[src/rtl/dsm_pkg.sv]
package dsm_pkg;

    // Control states of the modulator sequencer.
    typedef enum logic [0:0] {
        ST_IDLE = 1'b0,
        ST_RUN  = 1'b1
    } dsm_state_e;

endpackage

[src/rtl/dsm_fmt_conv.sv]
// Reduces either sample coding to one signed level.
// Offset binary differs from two's complement only in its top bit.
module dsm_fmt_conv #(
    parameter int SAMPLE_W = 16
) (
    input  logic [SAMPLE_W-1:0]        code,
    input  logic                       twos,
    output logic signed [SAMPLE_W-1:0] level
);

    localparam logic [SAMPLE_W-1:0] TOP_BIT = {1'b1, {(SAMPLE_W-1){1'b0}}};

    always_comb begin
        if (twos) begin
            level = code;
        end else begin
            level = code ^ TOP_BIT;
        end
    end

endmodule

[src/rtl/dsm_sat_integ.sv]
// One integrator stage with a clamped accumulator.
// acc_d is the value the stage takes at the next running edge.
module dsm_sat_integ #(
    parameter int W    = 20,
    parameter int OP_W = 18
) (
    input  logic                   clk,
    input  logic                   rst_n,
    input  logic                   run,
    input  logic signed [OP_W-1:0] op,
    output logic signed [W-1:0]    acc_d
);

    localparam int SUM_W = ((W > OP_W) ? W : OP_W) + 1;
    localparam logic signed [SUM_W-1:0] HI = SUM_W'((64'sd1 <<< (W - 1)) - 64'sd1);
    localparam logic signed [SUM_W-1:0] LO = ~HI;

    logic signed [W-1:0]     acc_q;
    logic signed [SUM_W-1:0] sum;

    always_comb begin
        sum = SUM_W'(acc_q) + SUM_W'(op);
        if (sum > HI) begin
            acc_d = HI[W-1:0];
        end else if (sum < LO) begin
            acc_d = LO[W-1:0];
        end else begin
            acc_d = sum[W-1:0];
        end
    end

    always_ff @(posedge clk or negedge rst_n) begin
        if (!rst_n) begin
            acc_q <= '0;
        end else if (!run) begin
            acc_q <= '0;
        end else begin
            acc_q <= acc_d;
        end
    end

endmodule

[src/rtl/dsm_seq.sv]
// Sequencer: the run/park state machine and the oversampling phase counter.
module dsm_seq
    import dsm_pkg::*;
#(
    parameter int OSR_LOG2 = 8
) (
    input  logic clk,
    input  logic rst_n,
    input  logic enable,
    output logic run,
    output logic sample_req
);

    dsm_state_e            state_q;
    dsm_state_e            state_d;
    logic [OSR_LOG2-1:0]   phase_q;

    always_ff @(posedge clk or negedge rst_n) begin
        if (!rst_n) begin
            state_q <= ST_IDLE;
        end else begin
            state_q <= state_d;
        end
    end

    always_comb begin
        state_d = state_q;
        run     = 1'b0;
        unique case (state_q)
            ST_IDLE: begin
                run = 1'b0;
                if (enable) begin
                    state_d = ST_RUN;
                end
            end
            ST_RUN: begin
                run = 1'b1;
                if (!enable) begin
                    state_d = ST_IDLE;
                end
            end
            default: begin
                state_d = ST_IDLE;
            end
        endcase
    end

    always_ff @(posedge clk or negedge rst_n) begin
        if (!rst_n) begin
            phase_q <= '0;
        end else if (!run) begin
            phase_q <= '0;
        end else begin
            phase_q <= phase_q + 1'b1;
        end
    end

    assign sample_req = run & (&phase_q);

endmodule

[src/rtl/dsm2_modulator.sv]
// Two-stage delta-sigma loop with zero-order-held input and a 1-bit quantiser.
module dsm2_modulator #(
    parameter int SAMPLE_W = 16,
    parameter int INT_W    = 20,
    parameter int OSR_LOG2 = 8
) (
    input  logic                clk,
    input  logic                rst_n,
    input  logic                enable,
    input  logic                fmt_signed,
    input  logic                sample_strobe,
    input  logic [SAMPLE_W-1:0] sample_in,
    output logic                sample_req,
    output logic                bit_p,
    output logic                bit_n
);

    localparam int FB_W  = SAMPLE_W + 2;
    localparam int OP2_W = INT_W + 2;

    logic                       run;
    logic                       q;
    logic signed [SAMPLE_W-1:0] level;
    logic signed [SAMPLE_W-1:0] held_x;
    logic signed [FB_W-1:0]     fb;
    logic signed [FB_W-1:0]     op1;
    logic signed [OP2_W-1:0]    fb2;
    logic signed [OP2_W-1:0]    op2;
    logic signed [INT_W-1:0]    i1_d;
    logic signed [INT_W-1:0]    i2_d;

    dsm_seq #(
        .OSR_LOG2 (OSR_LOG2)
    ) u_seq (
        .clk        (clk),
        .rst_n      (rst_n),
        .enable     (enable),
        .run        (run),
        .sample_req (sample_req)
    );

    dsm_fmt_conv #(
        .SAMPLE_W (SAMPLE_W)
    ) u_conv (
        .code  (sample_in),
        .twos  (fmt_signed),
        .level (level)
    );

    // Zero-order hold of the current level.
    always_ff @(posedge clk or negedge rst_n) begin
        if (!rst_n) begin
            held_x <= '0;
        end else if (!run) begin
            held_x <= '0;
        end else if (sample_strobe) begin
            held_x <= level;
        end
    end

    // Feedback is plus or minus full scale, by the last output bit.
    always_comb begin
        fb  = {(q ? 2'b00 : 2'b11), 1'b1, {(SAMPLE_W-1){1'b0}}};
        op1 = FB_W'(held_x) - fb;
        fb2 = OP2_W'(fb) <<< 1;
        op2 = OP2_W'(i1_d) - fb2;
    end

    dsm_sat_integ #(
        .W    (INT_W),
        .OP_W (FB_W)
    ) u_int1 (
        .clk   (clk),
        .rst_n (rst_n),
        .run   (run),
        .op    (op1),
        .acc_d (i1_d)
    );

    dsm_sat_integ #(
        .W    (INT_W),
        .OP_W (OP2_W)
    ) u_int2 (
        .clk   (clk),
        .rst_n (rst_n),
        .run   (run),
        .op    (op2),
        .acc_d (i2_d)
    );

    // Quantiser: the sign of the second stage, or a plain toggle while parked.
    always_ff @(posedge clk or negedge rst_n) begin
        if (!rst_n) begin
            q <= 1'b0;
        end else if (!run) begin
            q <= ~q;
        end else begin
            q <= ~i2_d[INT_W-1];
        end
    end

    assign bit_p = q;
    assign bit_n = ~q;

endmodule

[config.mk]
export PLATFORM = sky130hd
export DESIGN_NAME = dsm2_modulator
export DESIGN_NICKNAME = d
export VERILOG_FILES = /design/src/rtl/dsm_pkg.sv /design/src/rtl/dsm_fmt_conv.sv /design/src/rtl/dsm_sat_integ.sv /design/src/rtl/dsm_seq.sv /design/src/rtl/dsm2_modulator.sv
export SDC_FILE = /design/constraint.sdc
export NUM_CORES = 1
export LEC_CHECK = 0
export ABC_AREA = 1
export ABC_CLOCK_PERIOD_IN_PS = 13950
export CAP_MARGIN = 20
export CORE_MARGIN = 1
export CORE_UTILIZATION = 60
export CTS_CLUSTER_DIAMETER = 120
export DETAILED_ROUTE_END_ITERATION = 8
export DONT_BUFFER_PORTS = 1
export PLACE_DENSITY = 0.85
export SETUP_SLACK_MARGIN = 0.2
export SYNTH_ARGS = -nofsm -noshare
export SYNTH_HDL_FRONTEND = slang
export SYNTH_SLANG_ARGS = --single-unit
[constraint.sdc]
create_clock -name clk -period 13.95 [get_ports clk]
set_clock_uncertainty 0.15 [all_clocks]
set_input_delay 2.79 -clock clk [delete_from_list [all_inputs] [get_ports clk]]
set_output_delay 2.79 -clock clk [all_outputs]
set_load 0.05 [all_outputs]
==> summary.md <==
| Metric | Value |
|---|---|
| Tightest Pin Transition | `0.665 ns` |
| Reg2reg start | `bit_p$_DFF_PN0_` |
| Synth top area share | `28.9%` |
| Routed WL | `12,700 um` |
| Nets | `903` |
| Die area | `9910 um^2` |
| Seq cells post-synth | `66` |
| Final Core Density | `64.6%` |
| Syn_area_per_cell | `6.95 um^2` |
| CP bufs+invs | `2` |
| Setup-failing EPs final | `0` |
| CTS tree | `built` |
| Core Rows | `35` |
| Synthesized area | `5710 um^2` |
| Htree depth | `3` |
| Ys Warns | `0` |
| Total grt overflow | `0` |
| WS Path Type | `reg -> reg` |
| Setup bufs post-CTS | `0` |
| Deepest clock path buffer count | `2` |
| Max-cap violations | `0` |
| Simple-gate share of the synthesized area | `26.8%` |
| CP startpoint kind | `register` |
| Setup crit end kind | `register` |
| Starting Density | `61.8%` |
| Global Route Usage Sum | `28.7%` |
| Max Slew Vio Count | `0` |
| CP max FO | `23` |
| Largest family of logic cells by synthesized area | `simple AND/OR/NAND/NOR gates` |
| Crit path largest cell delay | `0.63 ns` |
| Drt drc | `0` |
| Unrepaired setup endpoints after global routing | `no` |
| Worst setup slack after layout | `8.32 ns` |
| Min Clock Period, post-route | `5.63 ns` |
| Worst-Skew Late Latency | `0.35 ns` |
| R2R Path End | `u_int2.acc_q[2]$_DFF_PN0_` |
| Syn nets | `907` |
| CTS Buf Count | `9` |
| Post-synthesis adder-cell area fraction | `14.6%` |
| Die Ht | `99.5 um` |
| Sequential element share of the synthesized area | `28.9%` |
| Fin. Hold Viols | `0` |
| Setup tns final | `0 ns` |
| Complex-gate fraction of the synthesized area | `13.3%` |
| R2r setup slk | `8.32 ns` |
| F_max | `0.178 GHz` |
| Hold-fix buffers at CTS | `0` |
| Synth cell count leaders | `nand2_1 (214), inv_1 (142), a21oi_1 (85), dfrtp_1 (66), ha_1 (60)` |
| HP Class | `reg -> reg` |
| Layout cells sized above 1 | `6.70%` |
| Resize count post-CTS | `0` |
| Hold Startpoint | `u_seq.phase_q[0]$_DFF_PN0_` |
| Rel. slew slack | `55.5%` |
| Sink Count | `66` |
| Fin crit share | `40.3%` |
| Post-synthesis mux area share | `0%` |
| Synth Flop Type | `dfrtp_1` |
| Number of global-route vias before repair | `5,029` |
| Initial antenna violation count | `0` |
| Status | `finished, final reports clean` |
| P&R area growth vs syn | `4.60%` |
| Wire per inst | `13.3 um` |
| Synth top area cells | `dfrtp_1 (29%), nand2_1 (14%), ha_1 (13%)` |
| Most used standard cell by instance count after synthesis | `nand2_1` |
| DRT iter0 DRCs | `194` |
| Hold path endpoint | `u_seq.phase_q[0]$_DFF_PN0_` |
| First-pass iteration count of the detailed router | `5` |
| Core box area | `9240 um^2` |
| Dpl ws | `8.33 ns` |
| Area after DPL | `5780 um^2` |
| Gate count after technology mapping | `822` |
| Final GP Congestion | `0.947` |
| Worst R2R Path Depth | `24` |
| Inserted Diodes | `0` |
| Buffers on Ports | `0` |
| Required time worst endpoint | `14.01 ns` |
| Post-DP HPWL | `10,100 um` |
| Worst hold stages | `1` |
| Post-synth ARST share | `100%` |
| Critical path cell sequence | `ha_1, or2_2, ha_1, nand4_1, nor2_1, nand3b_1, nand3_1, nand2_1, nand2_2, nand2_2, inv_2, a21oi_1, fa_1, inv_1, ha_1, nand2_2, nor2_1, nand2_1, nor2_1, nor2_1, nand3_1, nand2_2, o21ai_4, a21oi_1` |
| Crit-path leading delay family | `simple AND/OR/NAND/NOR gates` |
| Die Wd | `99.5 um` |
| Slowest CP cell | `dfrtp_1` |
| First-pass GRT wire length | `22,400 um` |
| Vias | `5,035` |
| Yosys cell types | `37` |
| Antenna-violating nets left | `0` |
| I/O Pins | `24` |
| Yosys top cell by area | `dfrtp_1` |
| Vias per cell | `5.30` |
| Xor/xnor share of the synthesized area | `4.60%` |
| Number of enable flip-flop cells after synthesis | `0` |
| Largest net degree at the start of global routing | `67` |
| Root Buffer | `clkbuf_8` |
| WP data arrival | `5.69 ns` |
| Finished layout cell area | `5970 um^2` |
| Clk slew on worst S/H paths | `0.07 ns` |
## routing by layer
layer  track usage [%]  share of wire, %
met2              49.9                48
met1              36.0                45
met3              4.08               4.5
met5                 0                 0
met4              10.7               2.4
## worst max-delay path by stage
| stage | start | endpoint | slack [ns] | cells past startpoint |
|---|---|---|---|---|
| floorplan | u_seq.phase_q[0]$_DFF_PN0_ | sample_req | 9.02 | 5 |
| global placement | bit_p$_DFF_PN0_ | u_int2.acc_q[8]$_DFF_PN0_ | 8.50 | 24 |
| detailed placement | bit_p$_DFF_PN0_ | u_int2.acc_q[8]$_DFF_PN0_ | 8.33 | 24 |
| CTS | bit_p$_DFF_PN0_ | u_int2.acc_q[8]$_DFF_PN0_ | 8.32 | 24 |
| global route | bit_p$_DFF_PN0_ | u_int2.acc_q[8]$_DFF_PN0_ | 7.82 | 26 |
| finish | bit_p$_DFF_PN0_ | u_int2.acc_q[2]$_DFF_PN0_ | 8.32 | 24 |
## layout make-up
cell class,instances,area [um^2]
Fill cell,820,3270
Inverter,150,563
Clock buffer,11,151
Tap cell,129,161
Clock inverter,3,40.0
Timing Repair Buffer,3,22.5
Multi-Input combinational cell,588,3380
Sequential cell,66,1650
## per-stage QoR
step                      hold WS, ns  cells
after floorplan                 0.283    822
after global placement          0.300    936
after detailed placement        0.309    936
after CTS                       0.318    950
after global routing            0.347    950
final                           0.316    950
## cell families after synthesis
group | after synthesis
xor gates and xnor gates | 30
and+or+nand+nor | 357
AOI/OAI and AO/OA | 137
adders and majority gates | 64
buffers and inverters | 168
DFF | 66
## cells in the final DEF (no fill, tap or decap), types with 2 or more instances in the layout
master | synthesis | final
nor2_2 | 5 | 5
nand4_1 | 16 | 16
o21ai_1 | 2 | 2
or2_2 | 2 | 2
nand2_4 | 2 | 2
nand3_1 | 46 | 46
nand3_2 | 2 | 2
clkbuf_8 | 0 | 11
o21ai_0 | 29 | 29
xnor2_1 | 12 | 12
nor3_1 | 3 | 3
clkinv_2 | 0 | 2
xor2_1 | 18 | 18
buf_4 | 0 | 3
and3_1 | 2 | 2
nand2_2 | 7 | 7
nor2_1 | 53 | 53
nand2_1 | 214 | 214
inv_1 | 142 | 142
fa_1 | 4 | 4
ha_1 | 60 | 60
inv_2 | 7 | 7
dfrtp_1 | 66 | 66
o21bai_1 | 7 | 7
a21oi_2 | 10 | 10
and2_1 | 2 | 2
a21oi_1 | 85 | 85
## sequential cells by signal, indices dropped and copies added (netlist names)
signal / count
u_seq.phase_q: 8
u_seq.state_q: 1
u_int2.acc_q: 20
held_x: 16
u_int1.acc_q: 20
bit_p: 1
Power is not shown: default switching activity piles up to over one toggle a cycle in this logic, so the estimate is an artifact.
